File: src/rtl/de_timing_pkg.sv
package de_timing_pkg;

    // Field widths of the programmable settings
    parameter int HDLY_W = 10;
    parameter int VDLY_W = 6;
    parameter int SIZE_W = 12;
    parameter int IOFS_W = 3;
    parameter int ADDR_W = 3;

    // Derived widths
    localparam int DATA_W  = SIZE_W;
    localparam int CNT_W   = SIZE_W + 1;
    localparam int OFS_LSB = 3;

    localparam logic [CNT_W-1:0] CNT_MAX = {CNT_W{1'b1}};

    // Power-on settings
    localparam logic [HDLY_W-1:0] HDLY_RST = HDLY_W'(260);
    localparam logic [VDLY_W-1:0] VDLY_RST = VDLY_W'(24);
    localparam logic [SIZE_W-1:0] WIDTH_RST = SIZE_W'(1280);
    localparam logic [SIZE_W-1:0] HEIGHT_RST = SIZE_W'(720);

    typedef enum logic [ADDR_W-1:0] {
        SEL_CTRL   = 3'd0,
        SEL_HDLY   = 3'd1,
        SEL_VDLY   = 3'd2,
        SEL_WIDTH  = 3'd3,
        SEL_HEIGHT = 3'd4,
        SEL_POL    = 3'd5
    } reg_sel_e;

    // Settings as written by software
    typedef struct packed {
        logic              force_gen;
        logic              mark_en;
        logic              ilace_en;
        logic [IOFS_W-1:0] ofs;
        logic [HDLY_W-1:0] hdly;
        logic [VDLY_W-1:0] vdly;
        logic [SIZE_W-1:0] width;
        logic [SIZE_W-1:0] height;
    } cfg_t;

    // Settings in the form the window compare uses
    typedef struct packed {
        logic             force_gen;
        logic             mark_en;
        logic [CNT_W-1:0] h_beg;
        logic [CNT_W-1:0] h_end;
        logic [CNT_W-1:0] v_beg0;
        logic [CNT_W-1:0] v_end0;
        logic [CNT_W-1:0] v_beg1;
        logic [CNT_W-1:0] v_end1;
    } bounds_t;

    function automatic cfg_t cfg_reset();
        cfg_t c;
        c.force_gen = 1'b0;
        c.mark_en   = 1'b0;
        c.ilace_en  = 1'b0;
        c.ofs       = '0;
        c.hdly      = HDLY_RST;
        c.vdly      = VDLY_RST;
        c.width     = WIDTH_RST;
        c.height    = HEIGHT_RST;
        return c;
    endfunction

    function automatic bounds_t make_bounds(cfg_t c);
        bounds_t b;
        b.force_gen = c.force_gen;
        b.mark_en   = c.mark_en;
        b.h_beg     = CNT_W'(c.hdly);
        b.h_end     = CNT_W'(c.hdly) + CNT_W'(c.width);
        b.v_beg0    = CNT_W'(c.vdly);
        b.v_end0    = CNT_W'(c.vdly) + CNT_W'(c.height);
        b.v_beg1    = CNT_W'(c.vdly) + CNT_W'(c.ofs);
        b.v_end1    = CNT_W'(c.vdly) + CNT_W'(c.ofs) + CNT_W'(c.height);
        return b;
    endfunction

    function automatic logic in_span(logic [CNT_W-1:0] v,
                                     logic [CNT_W-1:0] lo,
                                     logic [CNT_W-1:0] hi);
        return (v >= lo) && (v < hi);
    endfunction

endpackage

File: src/rtl/de_sync_edge.sv
module de_sync_edge (
    input  logic clk,
    input  logic rst,
    input  logic raw,
    input  logic active_high,
    output logic lead
);
    logic prev;

    always_ff @(posedge clk) begin
        if (rst) prev <= 1'b0;
        else     prev <= raw;
    end

    always_comb begin
        if (active_high) lead = raw & ~prev;
        else             lead = ~raw & prev;
    end

endmodule

File: src/rtl/de_cfg_regs.sv
module de_cfg_regs
    import de_timing_pkg::*;
(
    input  logic              clk,
    input  logic              rst,
    input  logic              wr_en,
    input  logic [ADDR_W-1:0] wr_addr,
    input  logic [DATA_W-1:0] wr_data,
    input  logic              reload,
    output bounds_t           act,
    output logic              ilace_pend,
    output logic              hs_pol,
    output logic              vs_pol
);
    cfg_t stg;

    always_ff @(posedge clk) begin
        if (rst) begin
            stg    <= cfg_reset();
            act    <= make_bounds(cfg_reset());
            hs_pol <= 1'b1;
            vs_pol <= 1'b1;
        end else begin
            if (reload) act <= make_bounds(stg);
            if (wr_en) begin
                case (reg_sel_e'(wr_addr))
                    SEL_CTRL: begin
                        stg.force_gen <= wr_data[0];
                        stg.mark_en   <= wr_data[1];
                        stg.ilace_en  <= wr_data[2];
                        stg.ofs       <= wr_data[OFS_LSB +: IOFS_W];
                    end
                    SEL_HDLY:   stg.hdly   <= wr_data[HDLY_W-1:0];
                    SEL_VDLY:   stg.vdly   <= wr_data[VDLY_W-1:0];
                    SEL_WIDTH:  stg.width  <= wr_data;
                    SEL_HEIGHT: stg.height <= wr_data;
                    SEL_POL: begin
                        hs_pol <= wr_data[0];
                        vs_pol <= wr_data[1];
                    end
                    default: ;
                endcase
            end
        end
    end

    assign ilace_pend = stg.ilace_en;


    act_hold_chk: assert property (@(posedge clk) disable iff (rst)
        !reload |=> $stable(act));

endmodule

File: src/rtl/de_raster.sv
module de_raster
    import de_timing_pkg::*;
(
    input  logic             clk,
    input  logic             rst,
    input  logic             hs_lead,
    input  logic             vs_lead,
    input  logic             ilace_pend,
    output logic [CNT_W-1:0] pix,
    output logic [CNT_W-1:0] line,
    output logic             field
);
    always_ff @(posedge clk) begin
        if (rst) begin
            pix   <= '0;
            line  <= '0;
            field <= 1'b0;
        end else begin
            if (hs_lead)             pix <= '0;
            else if (pix != CNT_MAX) pix <= pix + 1'b1;

            if (vs_lead)                         line <= '0;
            else if (hs_lead && line != CNT_MAX) line <= line + 1'b1;

            if (vs_lead) field <= ilace_pend ? ~field : 1'b0;
        end
    end


    pix_zero_chk: assert property (@(posedge clk) disable iff (rst)
        hs_lead |=> (pix == '0));


    line_zero_chk: assert property (@(posedge clk) disable iff (rst)
        vs_lead |=> (line == '0));


    field_still_chk: assert property (@(posedge clk) disable iff (rst)
        !vs_lead |=> $stable(field));

endmodule

File: src/rtl/de_window_out.sv
module de_window_out
    import de_timing_pkg::*;
(
    input  logic             clk,
    input  logic             rst,
    input  logic [CNT_W-1:0] pix,
    input  logic [CNT_W-1:0] line,
    input  logic             field,
    input  bounds_t          bnd,
    input  logic             de_in,
    output logic             de_out,
    output logic             sav,
    output logic             eav
);
    logic [CNT_W-1:0] v_lo, v_hi;
    logic             win, win_q, dein_q;

    always_comb begin
        v_lo = field ? bnd.v_beg1 : bnd.v_beg0;
        v_hi = field ? bnd.v_end1 : bnd.v_end0;
        win  = in_span(pix, bnd.h_beg, bnd.h_end) && in_span(line, v_lo, v_hi);
    end

    always_ff @(posedge clk) begin
        if (rst) begin
            win_q  <= 1'b0;
            dein_q <= 1'b0;
            de_out <= 1'b0;
            sav    <= 1'b0;
            eav    <= 1'b0;
        end else begin
            win_q  <= win;
            dein_q <= de_in;
            de_out <= bnd.force_gen ? win_q : dein_q;
            sav    <= bnd.mark_en & win & ~win_q;
            eav    <= bnd.mark_en & win_q & ~win;
        end
    end


    mark_excl_chk: assert property (@(posedge clk) disable iff (rst)
        $onehot0({sav, eav}));


    sav_then_de_chk: assert property (@(posedge clk) disable iff (rst)
        (sav && bnd.force_gen) |=> de_out);


    eav_then_idle_chk: assert property (@(posedge clk) disable iff (rst)
        (eav && bnd.force_gen) |=> !de_out);

endmodule

File: src/rtl/de_timing_gen.sv
module de_timing_gen
    import de_timing_pkg::*;
(
    input  logic              clk,
    input  logic              rst,
    input  logic              hsync_in,
    input  logic              vsync_in,
    input  logic              de_in,
    input  logic              cfg_we,
    input  logic [ADDR_W-1:0] cfg_addr,
    input  logic [DATA_W-1:0] cfg_wdata,
    output logic              de_out,
    output logic              sav_pulse,
    output logic              eav_pulse,
    output logic              field_out
);
    localparam int NUM_SYNC = 2;

    logic [NUM_SYNC-1:0] raw, pol, lead;
    logic                hs_pol, vs_pol, ilace_pend;
    bounds_t             act;
    logic [CNT_W-1:0]    pix, line;
    logic                field;

    assign raw = {vsync_in, hsync_in};
    assign pol = {vs_pol, hs_pol};

    for (genvar g = 0; g < NUM_SYNC; g++) begin : g_sync
        de_sync_edge u_edge (
            .clk        (clk),
            .rst        (rst),
            .raw        (raw[g]),
            .active_high(pol[g]),
            .lead       (lead[g])
        );
    end

    de_cfg_regs u_regs (
        .clk       (clk),
        .rst       (rst),
        .wr_en     (cfg_we),
        .wr_addr   (cfg_addr),
        .wr_data   (cfg_wdata),
        .reload    (lead[1]),
        .act       (act),
        .ilace_pend(ilace_pend),
        .hs_pol    (hs_pol),
        .vs_pol    (vs_pol)
    );

    de_raster u_raster (
        .clk       (clk),
        .rst       (rst),
        .hs_lead   (lead[0]),
        .vs_lead   (lead[1]),
        .ilace_pend(ilace_pend),
        .pix       (pix),
        .line      (line),
        .field     (field)
    );

    de_window_out u_win (
        .clk   (clk),
        .rst   (rst),
        .pix   (pix),
        .line  (line),
        .field (field),
        .bnd   (act),
        .de_in (de_in),
        .de_out(de_out),
        .sav   (sav_pulse),
        .eav   (eav_pulse)
    );

    assign field_out = field;

endmodule

File: config.mk
export PLATFORM = sky130hd
export DESIGN_NAME = de_timing_gen
export DESIGN_NICKNAME = d
export VERILOG_FILES = /design/src/rtl/de_timing_pkg.sv /design/src/rtl/de_sync_edge.sv /design/src/rtl/de_cfg_regs.sv /design/src/rtl/de_raster.sv /design/src/rtl/de_window_out.sv /design/src/rtl/de_timing_gen.sv
export SDC_FILE = /design/constraint.sdc
export NUM_CORES = 1
export LEC_CHECK = 0
export BUFFER_PORTS_ARGS = -buffer_cell sky130_fd_sc_hd__buf_2
export CAP_MARGIN = 20
export CORE_ASPECT_RATIO = 1.4
export CORE_UTILIZATION = 40
export CTS_CLUSTER_DIAMETER = 60
export CTS_CLUSTER_SIZE = 10
export DETAILED_ROUTE_END_ITERATION = 10
export GPL_TIMING_DRIVEN = 0
export SYNTH_ARGS = -nofsm -noshare
export SYNTH_HDL_FRONTEND = slang
export SYNTH_HIERARCHICAL = 1
export SYNTH_SLANG_ARGS = --single-unit
File: constraint.sdc
create_clock -name clk -period 3.6 [get_ports clk]
set_clock_uncertainty 0.15 [all_clocks]
set_input_delay 0.72 -clock clk [delete_from_list [all_inputs] [get_ports clk]]
set_output_delay 0.72 -clock clk [all_outputs]
set_load 0.005 [all_outputs]
# Word level (Yosys, flattened, before mapping)
# Index checks and enable logic that the tools add are counted.
[totals]
wordCells = 79
input_bits = 21
output_inout_bits = 4
ff_bits = 152
[op_classes]
n_addsub = 6
bitwise = 15
n_lt_le_gt_ge = 4
n_eq_ne = 7
n_reduce_logical = 13
muxes = 6
[ops]
columns = ["cell", "count"]
rows = [
  ["adder 13 x 1 -> 13 bit (second input constant)", 2],
  ["less-than comparator 13 bit", 2],
  ["two-way mux 13 bit", 2],
  ["inequality test 13 bit (second input constant)", 2],
  ["adder 10 x 12 -> 13 bit", 1],
  ["adder 13 x 12 -> 13 bit", 1],
  ["adder 6 x 12 -> 13 bit", 1],
  ["greater-or-equal comparator 13 x 10 -> 1 bit", 1],
  ["greater-or-equal comparator 13 bit", 1],
  ["AND reduction 2 bit", 6],
  ["bitwise AND 1 bit", 8],
  ["adder 6 x 3 -> 7 bit", 1],
  ["inverter 1 bit", 7],
  ["== test 3 x 2 -> 1 bit (second input constant)", 2],
  ["== test 3 bit (second input constant)", 2],
  ["logical AND 1 bit", 4],
  ["two-way mux 1 bit", 4],
  ["OR reduction 2 bit", 2],
  ["== test 3 x 1 -> 1 bit (second input constant)", 1],
  ["zero test 3 bit", 1],
]

# Depth between registers and ports, before layout
# Gate-level depths: netlist of the first run.
[logic_depth]
ltp_word = 6
mapped_depth = 12
depth_no_buf = 12

# Hierarchy
# Netlist of the first run, hierarchy kept.
[modules_own_cells]
columns = ["mod", "instances", "area_each_um2", "seq_area_each_um2", "cells_each"]
rows = [
  ["de_cfg_regs", 1, 5398.9, 2242.2, 605],
  ["de_window_out", 1, 1604.0, 100.1, 190],
  ["de_raster", 1, 1301.2, 540.5, 153],
  ["de_sync_edge", 2, 48.8, 20.0, 5],
]

# Worst setup path before layout of the first run
# No wires, ideal clock.
[synth_path]
kind = "register -> register"
from = "register u_raster.field"
to = "register u_win.eav"
t_arrival_ns = 2.660
path_buffers = 2
synth_period_minus_slack_ns = 2.928
stages_incl_launch_ff = 11
slack_ns = 0.672
setup_time_ns = 0.118
path_cell_list = "dfxtp_1 -> buf_2 -> buf_1 -> mux2i_1 -> ha_1 -> a211oi_2 -> nor2_1 -> a2111oi_0 -> nand3_1 -> nand4b_1 -> o2111a_1"
[synth_via]
elab_chain_len = 6
word_cells_on_any_way = 8
cone_classes = "order compare (2); mux (2); bitwise (2); reduce/logical (2)"
[synth_rtl]
columns = ["element", "line", "source"]
rows = [
  ["start, declared", "de_raster.sv:11", "output logic field"],
  ["start signal, assigned", "de_raster.sv:25", "if (vs_lead) field <= ilace_pend ? ~field : 1'b0;"],
  ["two-way mux 13 bit (on tied branches)", "de_window_out.sv:19, de_window_out.sv:20", ""],
  ["greater-or-equal comparator 13 bit / less-than comparator 13 bit (equally long branches)", "de_timing_pkg.sv:85", "return (v >= lo) && (v < hi);"],
  ["logical AND 1 bit *", "de_timing_pkg.sv:85", ""],
  ["logical AND 1 bit *", "de_window_out.sv:21", "win = in_span(pix, bnd.h_beg, bnd.h_end) && in_span(line, v_lo, v_hi);"],
  ["inverter 1 bit *", "de_window_out.sv:36", "eav <= bnd.mark_en & win_q & ~win;"],
  ["bitwise AND 1 bit *", "de_window_out.sv:36", ""],
  ["end signal, assigned", "de_window_out.sv:36", ""],
  ["end, declared", "de_window_out.sv:13", "output logic eav"],
]
# Mark *: on every way between the ends. The rest lies on a longest branch, timed or not.
# A chain may end at the register's enable or synchronous reset.

# Final worst setup path of the first run
[layout_path]
from = "register u_regs/stg[24] in the netlist's numbering"
to = "register u_regs/act[11] (netlist name)"
[layout_via]
elab_chain_len = 2
[layout_rtl]
columns = ["element", "line", "source"]
rows = [
  ["start, declared", "de_cfg_regs.sv:15", "cfg_t stg;"],
  ["start signal, assigned", "de_cfg_regs.sv:19", "stg <= cfg_reset();"],
  ["adder 6 x 3 -> 7 bit", "de_timing_pkg.sv:78", "b.v_end1 = CNT_W'(c.vdly) + CNT_W'(c.ofs) + CNT_W'(c.height);"],
  ["adder 13 x 12 -> 13 bit", "de_timing_pkg.sv:78", ""],
]
# Every way passes these cells.

==> results.md, run 1 <==
* Status: complete, no violations
* Syn-to-layout area delta at 12.7%
* Unrepaired setup endpoints after global routing: no
* Fillers at ~2000
* Crit path kind: reg2reg
* Final Non-Filler Cells at around 1300
* Fin. Hold Viols at 0
* Reg2reg start: u_regs/stg[24]
* Top-area cell type share of the netlist area at 0.348
* Diode count at 0
* Complex-gate fraction of the synthesized area at 0.165
* Actual slew at the worst max-slew pin at around 0.83 ns
* Cell variety after synth at 73
* WP data arrival at around 3.5 ns
* Clk Latency, worst-skew pair at about 0.42 ns
* Die Wd at between 100 and 150 microns
* Global-route wire length before repair at about 35 mm
* Fmax at 0.303 GHz
* Initial antenna violation count at 0
* Post-Synth Simple-Gate Area at 0.176
* Port bufs at 24
* Sequential area share after synthesis at 0.348
* Clk slew on worst S/H paths at 0.06 ns
* Final Max Slew Viols at 0
* R2R Path End: u_regs/act[11]
* CTS tree: yes
* Final instance area at 9470 sq um
* Core Region at 20600 sq um
* Post-synthesis xor/xnor area fraction at 0.0250
* Via/cell ratio at 5.27
* Critical Path Sink: u_regs/act[11]
* Placed cell count at between 1000 and 1500
* Setup violators final at 0
* Final cycle utilization of the critical path at 0.918
* Setup Fix Bufs, Post-CTS at 0
* Register-to-Register Path Depth at 12
* Area contributors post-synth: dfxtp_1 35%, ha_1 12%, mux2i_1 10%, a21oi_1 4.2%, nor2_1 4.2%
* Synth Register Bits at 146
* # DRC at 0
* Crit Path Max Fanout at 6
* Die height at 173 microns
* Most frequent cell after synthesis: dfxtp_1
* Post-Route Setup TNS at 0 ns
* Rows at 62
* Synth Cell Area at approximately 8400 sq um
* Setup crit end kind: flip-flop
* Detailed Route WL at around 21 mm
* EDFF count, synth at 0
* HP Class: reg2reg
* Clock Tree Buf Depth at 2
* Detailed Place HPWL at between 15 and 20 mm
* PostCTS Resize Cnt at 0
* Maximum vdd drop at 0.298 mV
* Main combinational cell family by area after synthesis: simple AND/OR/NAND/NOR gates
* Vias in the first global route at ~6500
* IO Pins at 25
* Placer congestion estimate at 0.844
* Layout cells sized above 1 at 0.105
* Nets at approximately 1100
* Leakage at between 0.003 and 0.004 uW
* DR pass1 iterations at 5
* Initial Utilization at 0.409
* Cell Pwr Density at 400 nW/um^2
* Root buf cell: clkbuf_16
* Post-synth ARST share at 0
* Mux share of post-synthesis cell area at 0.105
* Syn Inst Count at between 900 and 1000
* Area of the multi-input gates at 5070 sq um
* Post-synthesis adder-cell area fraction at 0.126
* Max-cap violations at 0
* Worst slew margin at 0.448
* Routed vias at 6743
* Largest net degree at the start of global routing at 17
* Worst reg-to-reg setup slack at 0.30 ns
* Top post-synthesis cells by count: 146 x dfxtp_1, 93 x nor2_1, 92 x nand2_1
* Total track usage at 0.203
* Required time of the critical path at between 3 and 4 ns
* FF+latch area at about 2900 sq um
* Post-Synthesis Mean Instance Area at about 8.8 sq um
* Placed cell area at 8900 sq um
* Overflow after GRT at 0
* Num CTS Buffers at 17
* Post-layout min period at between 3 and 4 ns
* CP Launch Type: flip-flop
* CTS sink count at roughly 150
* Hold Buf Count CTS at 0
* DRT antenna net count at 0
* Die Area at around 22000 sq um
* Top cell type by total area after synthesis: dfxtp_1
* # H-tree levels at 4
* Yosys warns at 6
* Critical Path Start: u_regs/stg[24]
* Avg WL per Cell at 16.5 microns
* Initial DRC count at approximately 280
* Post-synth top flop: dfxtp_1
-- power breakdown --
group          internal (uW)  total, uW  switching (uW)  leakage, uW
sequential              1660       1690            33.5      0.00119
combinational            134        341             206      0.00243
clock                   1100       1760             658     0.000276
total                   2890       3790             898      0.00389
-- routing by layer --
layer  global-route usage  up-vias  wire, microns
met3               0.0296       20            511
met5                    0        -              0
met4               0.0738        0            434
met2                0.366      107          10700
li1                     -     3502              -
met1                0.242     3114           9470
-- layout make-up --
class                      count  share of cell area
timing repair buffer          24              0.0127
inverter                      50              0.0198
multi-input combinational    724               0.536
tap                          256              0.0338
clock inverter                 4             0.00793
clock buffer                  24              0.0530
buffer                        52              0.0287
sequential                   146               0.309
-- stage by stage --
step           hold WS, ns   util  power, uW  worst slack [ns]
3_5_place_dp         0.308  0.433       2070            0.0778
5_1_grt              0.343  0.461       3930            0.0763
6_report             0.312  0.461       3790             0.297
2_1_floorplan        0.282      -       1950             0.672
4_1_cts              0.316  0.461       3820            0.0660
3_3_place_gp         0.291  0.433       2060            0.0596
-- placed cells by master, fill, tap and decap left out, types with 12 or more instances in the layout --
master and instances:
mux2i_1 84, clkbuf_1 28, conb_1 16, nand3_1 27
or3_1 12, nand2_1 92, inv_1 49, dfxtp_1 146
a211oi_1 13, a21oi_1 71, xnor2_1 13, o21ai_0 40
nor3_1 17, buf_4 18, nor2_1 93, a21o_1 20
clkbuf_16 17, ha_1 78, buf_2 31
-- how the worst min path moves through the flow --
stage	startpoint	end	slack [ns]	depth (start not counted)
after detailed placement	u_regs/act[12]	u_regs/act[12]	0.31	2
after floorplan	u_win/win_q	u_win/sav	0.28	1
after CTS	u_win/win_q	u_win/sav	0.32	1
after global routing	u_regs/stg[17]	u_regs/stg[17]	0.34	2
after global placement	u_win/dein_q	u_win/de_out	0.29	2
final	u_win/win_q	u_win/sav	0.31	1
-- critical path: stages (launching register included) --
cell	delay (ns)
dfxtp_1	0.40
ha_1	0.19
inv_1	0.05
fa_1	0.41
nor2b_1	0.20
o21ai_0	0.13
xnor2_1	0.28
ha_1	0.24
or3_1	0.15
o22ai_1	0.08
a21oi_1	0.42
a31oi_1	0.15
o311a_1	0.34
-- sequential cells by signal (all words and copies together) (netlist names) --
register and flops:
u_raster/line 13, u_win/win_q 1, u_raster/pix 13, u_regs/hs_pol 1, u_win/de_out 1, u_raster/field 1, u_regs/ilace_pend 1, u_regs/stg 45
g_sync.u_edge/prev 2, u_win/dein_q 1, u_win/eav 1, u_regs/vs_pol 1, u_regs/act 64, u_win/sav 1
-- cells by family (layout without fill, tap and decap cells) --
logic type / count (synthesis) / after routing
other cells: 1 / 16
xor+xnor: 24 / 24
buf+inv: 103 / 154
simple gates: 304 / 304
compound gates: 210 / 210
fa+ha+maj: 82 / 82
mux: 88 / 88
flops: 146 / 146
Power figures use the tool's default switching activity.
==> inputs of run 2 (changes only) <==
--- a/config.mk
+++ b/config.mk
@@ -8,10 +8,11 @@
 export BUFFER_PORTS_ARGS = -buffer_cell sky130_fd_sc_hd__buf_2
 export CAP_MARGIN = 20
 export CORE_ASPECT_RATIO = 1.4
-export CORE_UTILIZATION = 40
+export CORE_UTILIZATION = 26
 export CTS_CLUSTER_DIAMETER = 60
 export CTS_CLUSTER_SIZE = 10
 export DETAILED_ROUTE_END_ITERATION = 10
+export GPL_ROUTABILITY_DRIVEN = 0
 export GPL_TIMING_DRIVEN = 0
 export SYNTH_ARGS = -nofsm -noshare
 export SYNTH_HDL_FRONTEND = slang
==> results.md, run 2 (synthesis results as in run 1) <==
* Unrepaired setup endpoints after global routing: no
* Leakage at 0.00390 uW (+0.22%)
* Die Wd at 154 microns (+24%)
* Max reg flops at 64 (unchanged)
* WP data arrival at 3.45 ns (about the same)
* Initial Utilization at 0.265 (-0.144)
* Rows at 77 (+24%)
* PostCTS Resize Cnt at 0 (unchanged)
* Layout cells sized above 1 at 0.110 (+0.00445)
* # H-tree levels at 4 (unchanged)
* Leading cell type in the layout, fill and taps excluded: dfxtp_1
* Fillers at 3299 (+63%)
* Diode count at 0 (unchanged)
* Die height at 215 microns (+24%)
* Final total power at 3840 uW (+1.4%)
* Initial DRC count at 302 (+6.7%)
* Global-route wire length before repair at 35.3 mm (+2.1%)
* CP Launch Type: flip-flop
* Placed cell area at 9070 sq um (+2.0%)
* Area of the multi-input gates at 5070 sq um (unchanged)
* Final cycle utilization of the critical path at 0.912 (-0.00597)
* Required time of the critical path at 3.77 ns (about the same)
* # DRC at 0 (unchanged)
* Routed vias at 6860 (+1.7%)
* FF+latch area at 2920 sq um (unchanged)
* Total track usage at 0.137 (-0.0659)
* Num CTS Buffers at 17 (unchanged)
* Fmax at 0.305 GHz (+0.65%)
* Via/cell ratio at 4.82 (-8.5%)
* Port bufs at 24 (unchanged)
* Vias in the first global route at 6727 (+3.4%)
* Crit path kind: reg2reg
* Setup Fix Bufs, Post-CTS at 0 (unchanged)
* Clk Latency, worst-skew pair at 0.43 ns (about the same)
* Hold Buf Count CTS at 0 (unchanged)
* Initial antenna violation count at 0 (unchanged)
* DRT antenna net count at 0 (unchanged)
* Actual slew at the worst max-slew pin at 0.842 ns (+0.0129 ns)
* Largest net degree at the start of global routing at 18 (+1)
* Setup violators final at 0 (unchanged)
* Setup crit end kind: flip-flop
* Post-Route Setup TNS at 0 ns (unchanged)
* Worst slew margin at 0.436 (-0.0117)
* WHS at 0.310 ns (-0.00199 ns)
* Biggest register: u_regs/act
* Fin. Hold Viols at 0 (unchanged)
* Nets at 1118 (unchanged)
* Maximum vdd drop at 0.298 mV (-0.15%)
* CTS sink count at 146 (unchanged)
* Final Max Slew Viols at 0 (unchanged)
* Detailed Route WL at 21.3 mm (+0.86%)
* HP Class: reg2reg
* Root buf cell: clkbuf_16
* IO Pins at 25 (unchanged)
* Avg WL per Cell at 15.0 microns (-9.3%)
* Final Core Density at 0.305 (-0.156)
* Status: complete, no violations
* Clock Tree Buf Depth at 2 (unchanged)
* CTS tree: yes
* DR pass1 iterations at 4 (-1)
* Post-layout min period at 3.28 ns (-0.0215 ns)
* Die Area at 33000 sq um (+53%)
* Detailed Place HPWL at 16.9 mm (+3.4%)
* Syn-to-layout area delta at 15.1%
* Core Region at 31700 sq um (+54%)
* Cell Pwr Density at 397 nW/um^2 (-0.67%)
* Clk slew on worst S/H paths at 0.06 ns (about the same)
* Max-cap violations at 0 (unchanged)
* Final instance area at 9670 sq um (+2.1%)
* Most frequent cells in the layout: 146 x dfxtp_1, 93 x nor2_1, 92 x nand2_1
* Overflow after GRT at 0 (unchanged)
* Crit Path Max Fanout at 6 (unchanged)
* Biggest registers after layout: u_regs/act (64), u_regs/stg (45)
[run 2: cell count changes in the layout (fill, tap and decap cells not counted), sizes merged]
cell      change
clkinvlp      +2
bufinv        +1
clkinv        +6
clkbuf        -5
[run 2: final cells by class]
type,instances,share of cell area
Inverter,50,0.0194
Buffer,52,0.0281
Multi-Input combinational cell,724,0.524
Clock inverter,13,0.0167
Tap cell,395,0.0511
Timing Repair Buffer,24,0.0124
Clock buffer,19,0.0458
Sequential cell,146,0.302
[run 2: final timing paths]
path,from,to,slack (ns),depth (start not counted)
worst min register to register,u_regs/act[56],u_regs/act[56],0.31,2
worst min-delay path,u_regs/act[56],u_regs/act[56],0.31,2
worst max-delay path,u_regs/stg[24],u_regs/act[11],0.32,12
worst max register to register,u_regs/stg[24],u_regs/act[11],0.32,12
[run 2: per-stage QoR]
step / std cells / worst slack (ns)
2_1_floorplan: 973 / 0.672
3_5_place_dp: 1392 / -0.0296
5_1_grt: 1423 / 0.148
6_report: 1423 / 0.318
3_3_place_gp: 1392 / -0.0625
4_1_cts: 1423 / 0.348
[run 2: power by group]
part | leakage (uW) | internal, uW | total, uW | switching, uW
registers | 0.00119 | 1660 | 1690 | 32.5
logic | 0.00243 | 134 | 342 | 208
clock network | 0.000285 | 1100 | 1810 | 705
total | 0.00390 | 2900 | 3840 | 946
[run 2: worst max-delay path, stage by stage (launching register included)]
cell and delay [ns]:
dfxtp_1 0.41, ha_1 0.20, inv_1 0.06, fa_1 0.41, nor2b_1 0.16, o21ai_0 0.11, xnor2_1 0.27, ha_1 0.23
or3_1 0.15, o22ai_1 0.09, a21oi_1 0.43, a31oi_1 0.16, o311a_1 0.34
[run 2: metal layers]
metal	track usage	vias to the layer above	part of all wire
met5	0	-	0
met4	0.0793	0	0.039
met3	0.0192	44	0.019
met2	0.260	112	0.54
met1	0.142	3198	0.40
li1	-	3506	-
==> inputs of run 3 (changes only) <==
--- a/config.mk
+++ b/config.mk
@@ -5,6 +5,7 @@
 export SDC_FILE = /design/constraint.sdc
 export NUM_CORES = 1
 export LEC_CHECK = 0
+export ABC_AREA = 1
 export BUFFER_PORTS_ARGS = -buffer_cell sky130_fd_sc_hd__buf_2
 export CAP_MARGIN = 20
 export CORE_ASPECT_RATIO = 1.4
==> results.md, run 3 <==
* Reg power frac at 0.432 (-0.008)
* Register-to-Register Path Depth at 19 (+7)
* Synth Register Bits at 146 (unchanged)
* Clock Tree Buf Depth at 2 (unchanged)
* DR pass1 iterations at 6 (+2)
* Core Region at 34000 sq um (+7.4%)
* IO Pins at 25 (unchanged)
* Max-cap violations at 0 (unchanged)
* Hold Buf Count CTS at 0 (unchanged)
* Global-route wire length before repair at 39.6 mm (+12%)
* Status: complete, no violations
* Required time of the critical path at 3.79 ns (+0.02 ns)
* Syn Inst Count at 1324 (+38%)
* Crit Path Max Fanout at 5 (-1)
* Largest net degree at the start of global routing at 17 (-1)
* Rows at 80 (+3.9%)
* Final cycle utilization of the critical path at 0.903 (-0.00891)
* Total track usage at 0.143 (+0.00622)
* Yosys warns at 6 (unchanged)
* Die height at 222 microns (+3.4%)
* PostCTS Resize Cnt at 0 (unchanged)
* Cell variety after synth at 41 (-44%)
* Most frequent cells in the layout: 298 x nand2_1, 198 x nor2_1, 169 x inv_1
* Post-synth top flop: dfxtp_1
* Clk slew on worst S/H paths at 0.06 ns (about the same)
* CP Launch Type: flip-flop
* Area of the multi-input gates at 5100 sq um (+0.57%)
* Worst reg-to-reg setup slack at 0.35 ns (+0.03 ns)
* DRT antenna net count at 0 (unchanged)
* Initial Utilization at 0.264 (-0.000915)
* Max reg flops at 64 (unchanged)
* Top cell type by total area after synthesis: dfxtp_1
* Diode count at 0 (unchanged)
* Leakage at 0.00504 uW (+29%)
* Cell Pwr Density at 393 nW/um^2 (-1.0%)
* Crit path kind: reg2reg
* Critical Path Sink: u_regs/act[11]
* Final Core Density at 0.303 (-0.00179)
* Setup Fix Bufs, Post-CTS at 0 (unchanged)
* P_int at 2930 uW (+1.0%)
* Die Area at 35300 sq um (+6.9%)
* Initial DRC count at 483 (+60%)
* # DRC at 0 (unchanged)
* Post-layout min period at 3.25 ns (-0.0321 ns)
* EDFF count, synth at 0 (unchanged)
* FF+latch area at 2920 sq um (unchanged)
* Die Wd at 159 microns (+3.4%)
* Via/cell ratio at 4.49 (-6.8%)
* Unrepaired setup endpoints after global routing: no
* Syn-to-layout area delta at 14.9%
* Clk Latency, worst-skew pair at 0.44 ns (about the same)
* Synth Cell Area at 8990 sq um (+7.0%)
* Area contributors post-synth: dfxtp_1 33%, nand2_1 12%, ha_1 11%, nor2_1 8.3%, inv_1 7.1%
* Layout cells sized above 1 at 0.0996 (-0.0103)
* Post-Route Setup TNS at 0 ns (unchanged)
* Detailed Route WL at 24.5 mm (+15%)
* Top-area cell type share of the netlist area at 0.325 (-0.0228)
* Port bufs at 24 (unchanged)
* Worst slew margin at 0.518 (+0.0818)
* Vias in the first global route at 7993 (+19%)
* Most frequent cell after synthesis: nand2_1
* Comb pwr share at 0.124 (+0.035)
* Final Max Slew Viols at 0 (unchanged)
* Fmax at 0.308 GHz (+0.99%)
* # H-tree levels at 4 (unchanged)
* HP Class: reg2reg
* Top post-synthesis cells by count: 298 x nand2_1, 198 x nor2_1, 169 x inv_1
* Nets at 1485 (+33%)
* Biggest registers after layout: u_regs/act (64), u_regs/stg (45)
* Setup crit end kind: flip-flop
* Final total power at 4060 uW (+5.6%)
* CTS tree: yes
* Setup violators final at 0 (unchanged)
* Initial antenna violation count at 0 (unchanged)
* Sw frac at 0.279 (+0.0330)
* NetSw at 1130 uW (+20%)
* Fillers at 3765 (+14%)
* Clock Power Share at 0.445 (-0.026)
* CTS sink count at 146 (unchanged)
* Leading cell type in the layout, fill and taps excluded: nand2_1
* Root buf cell: clkbuf_16
* Routed vias at 8292 (+21%)
* Post-Synthesis Mean Instance Area at 6.79 sq um (-23%)
* Reg2reg start: u_regs/stg[24]
* Fin. Hold Viols at 0 (unchanged)
* WP data arrival at 3.44 ns (about the same)
* R2R Path End: u_regs/act[11]
* Detailed Place HPWL at 19.7 mm (+16%)
* Sequential area share after synthesis at 0.325 (-0.0228)
* Overflow after GRT at 0 (unchanged)
* Num CTS Buffers at 17 (unchanged)
* Avg WL per Cell at 13.3 microns (-12%)
* Post-synth ARST share at 0 (unchanged)
* Biggest register: u_regs/act
* Maximum vdd drop at 0.377 mV (+27%)
* Critical Path Start: u_regs/stg[24]
* Actual slew at the worst max-slew pin at 0.723 ns (-0.118 ns)
==> run 3: cell types whose count changed in the layout (fill, tap and decap cells not counted), sizes merged, moves of 43 or more <==
cell   change
inv      +138
mux2i     -60
nand2    +209
nand3     +73
nor2     +117
o21ai     +43
==> run 3: worst min-delay path by stage <==
stage                   start             end  slack, ns  depth (start not counted)
2_1_floorplan  u_regs/act[79]    u_win/de_out       0.27                          1
3_3_place_gp   u_regs/stg[20]  u_regs/stg[20]       0.30                          2
3_5_place_dp   u_regs/stg[20]  u_regs/stg[20]       0.30                          2
4_1_cts        u_regs/act[12]  u_regs/act[12]       0.32                          2
5_1_grt         u_regs/act[3]   u_regs/act[3]       0.34                          2
6_report        u_regs/act[6]   u_regs/act[6]       0.32                          2
==> run 3: through the flow <==
stage	cell area [sq um]	setup WS [ns]	hold WS [ns]	std cells
floorplan	9050	0.901	0.270	1339
global placement	9730	0.463	0.301	1814
detailed placement	9730	0.396	0.302	1814
CTS	10300	0.379	0.320	1846
global route	10300	0.0503	0.341	1846
finish	10300	0.350	0.320	1846
==> run 3: power by group through the flow <==
stage | Combinational, uW | Sequential, uW | Clock, uW
2_1_floorplan | 359 | 1770 | 0
4_1_cts | 503 | 1750 | 1840
3_5_place_dp | 499 | 1790 | 0
6_report | 502 | 1750 | 1800
3_3_place_gp | 491 | 1790 | 0
5_1_grt | 573 | 1760 | 1900
==> run 3: logic make-up (layout without fill, tap and decap cells) <==
family	count (synthesis)	count (layout)	share of synthesized area
compound gates	178	178	0.103
xor+xnor	10	10	0.00974
fa+ha+maj	82	82	0.117
buf+inv	239	295	0.114
flops	146	146	0.325
mux	24	24	0.0267
other cells	1	16	0.000417
simple gates	644	644	0.303
==> run 3: final cells by class <==
class	instances	area share
Tap cell	451	0.0547
Timing Repair Buffer	24	0.0116
Multi-Input combinational cell	954	0.494
Clock buffer	19	0.0429
Buffer	54	0.0317
Inverter	185	0.0673
Sequential cell	146	0.283
Clock inverter	13	0.0147
==> run 3: per-layer routing <==
metal	vias up	wire (microns)	track usage	part of all wire
li1	4317	-	-	-
met1	3755	10200	0.153	0.42
met2	177	12600	0.269	0.51
met4	0	1000	0.0806	0.041
met5	-	0	0	0
met3	43	756	0.0189	0.031
==> run 3: critical path, cell delays in order (launching register included) <==
cell and delay [ns]:
dfxtp_1 0.43, ha_1 0.22, inv_1 0.06, fa_1 0.39, or2_1 0.25, a21oi_1 0.18, nand2_1 0.10, nand2_1 0.15
inv_1 0.06, ha_1 0.34, nand2_1 0.14, nand2_1 0.07, nand2_1 0.05, nand2_1 0.07, inv_1 0.06, nand2_1 0.12
nand3_1 0.10, nand3_1 0.08, nand2_1 0.09, inv_1 0.04
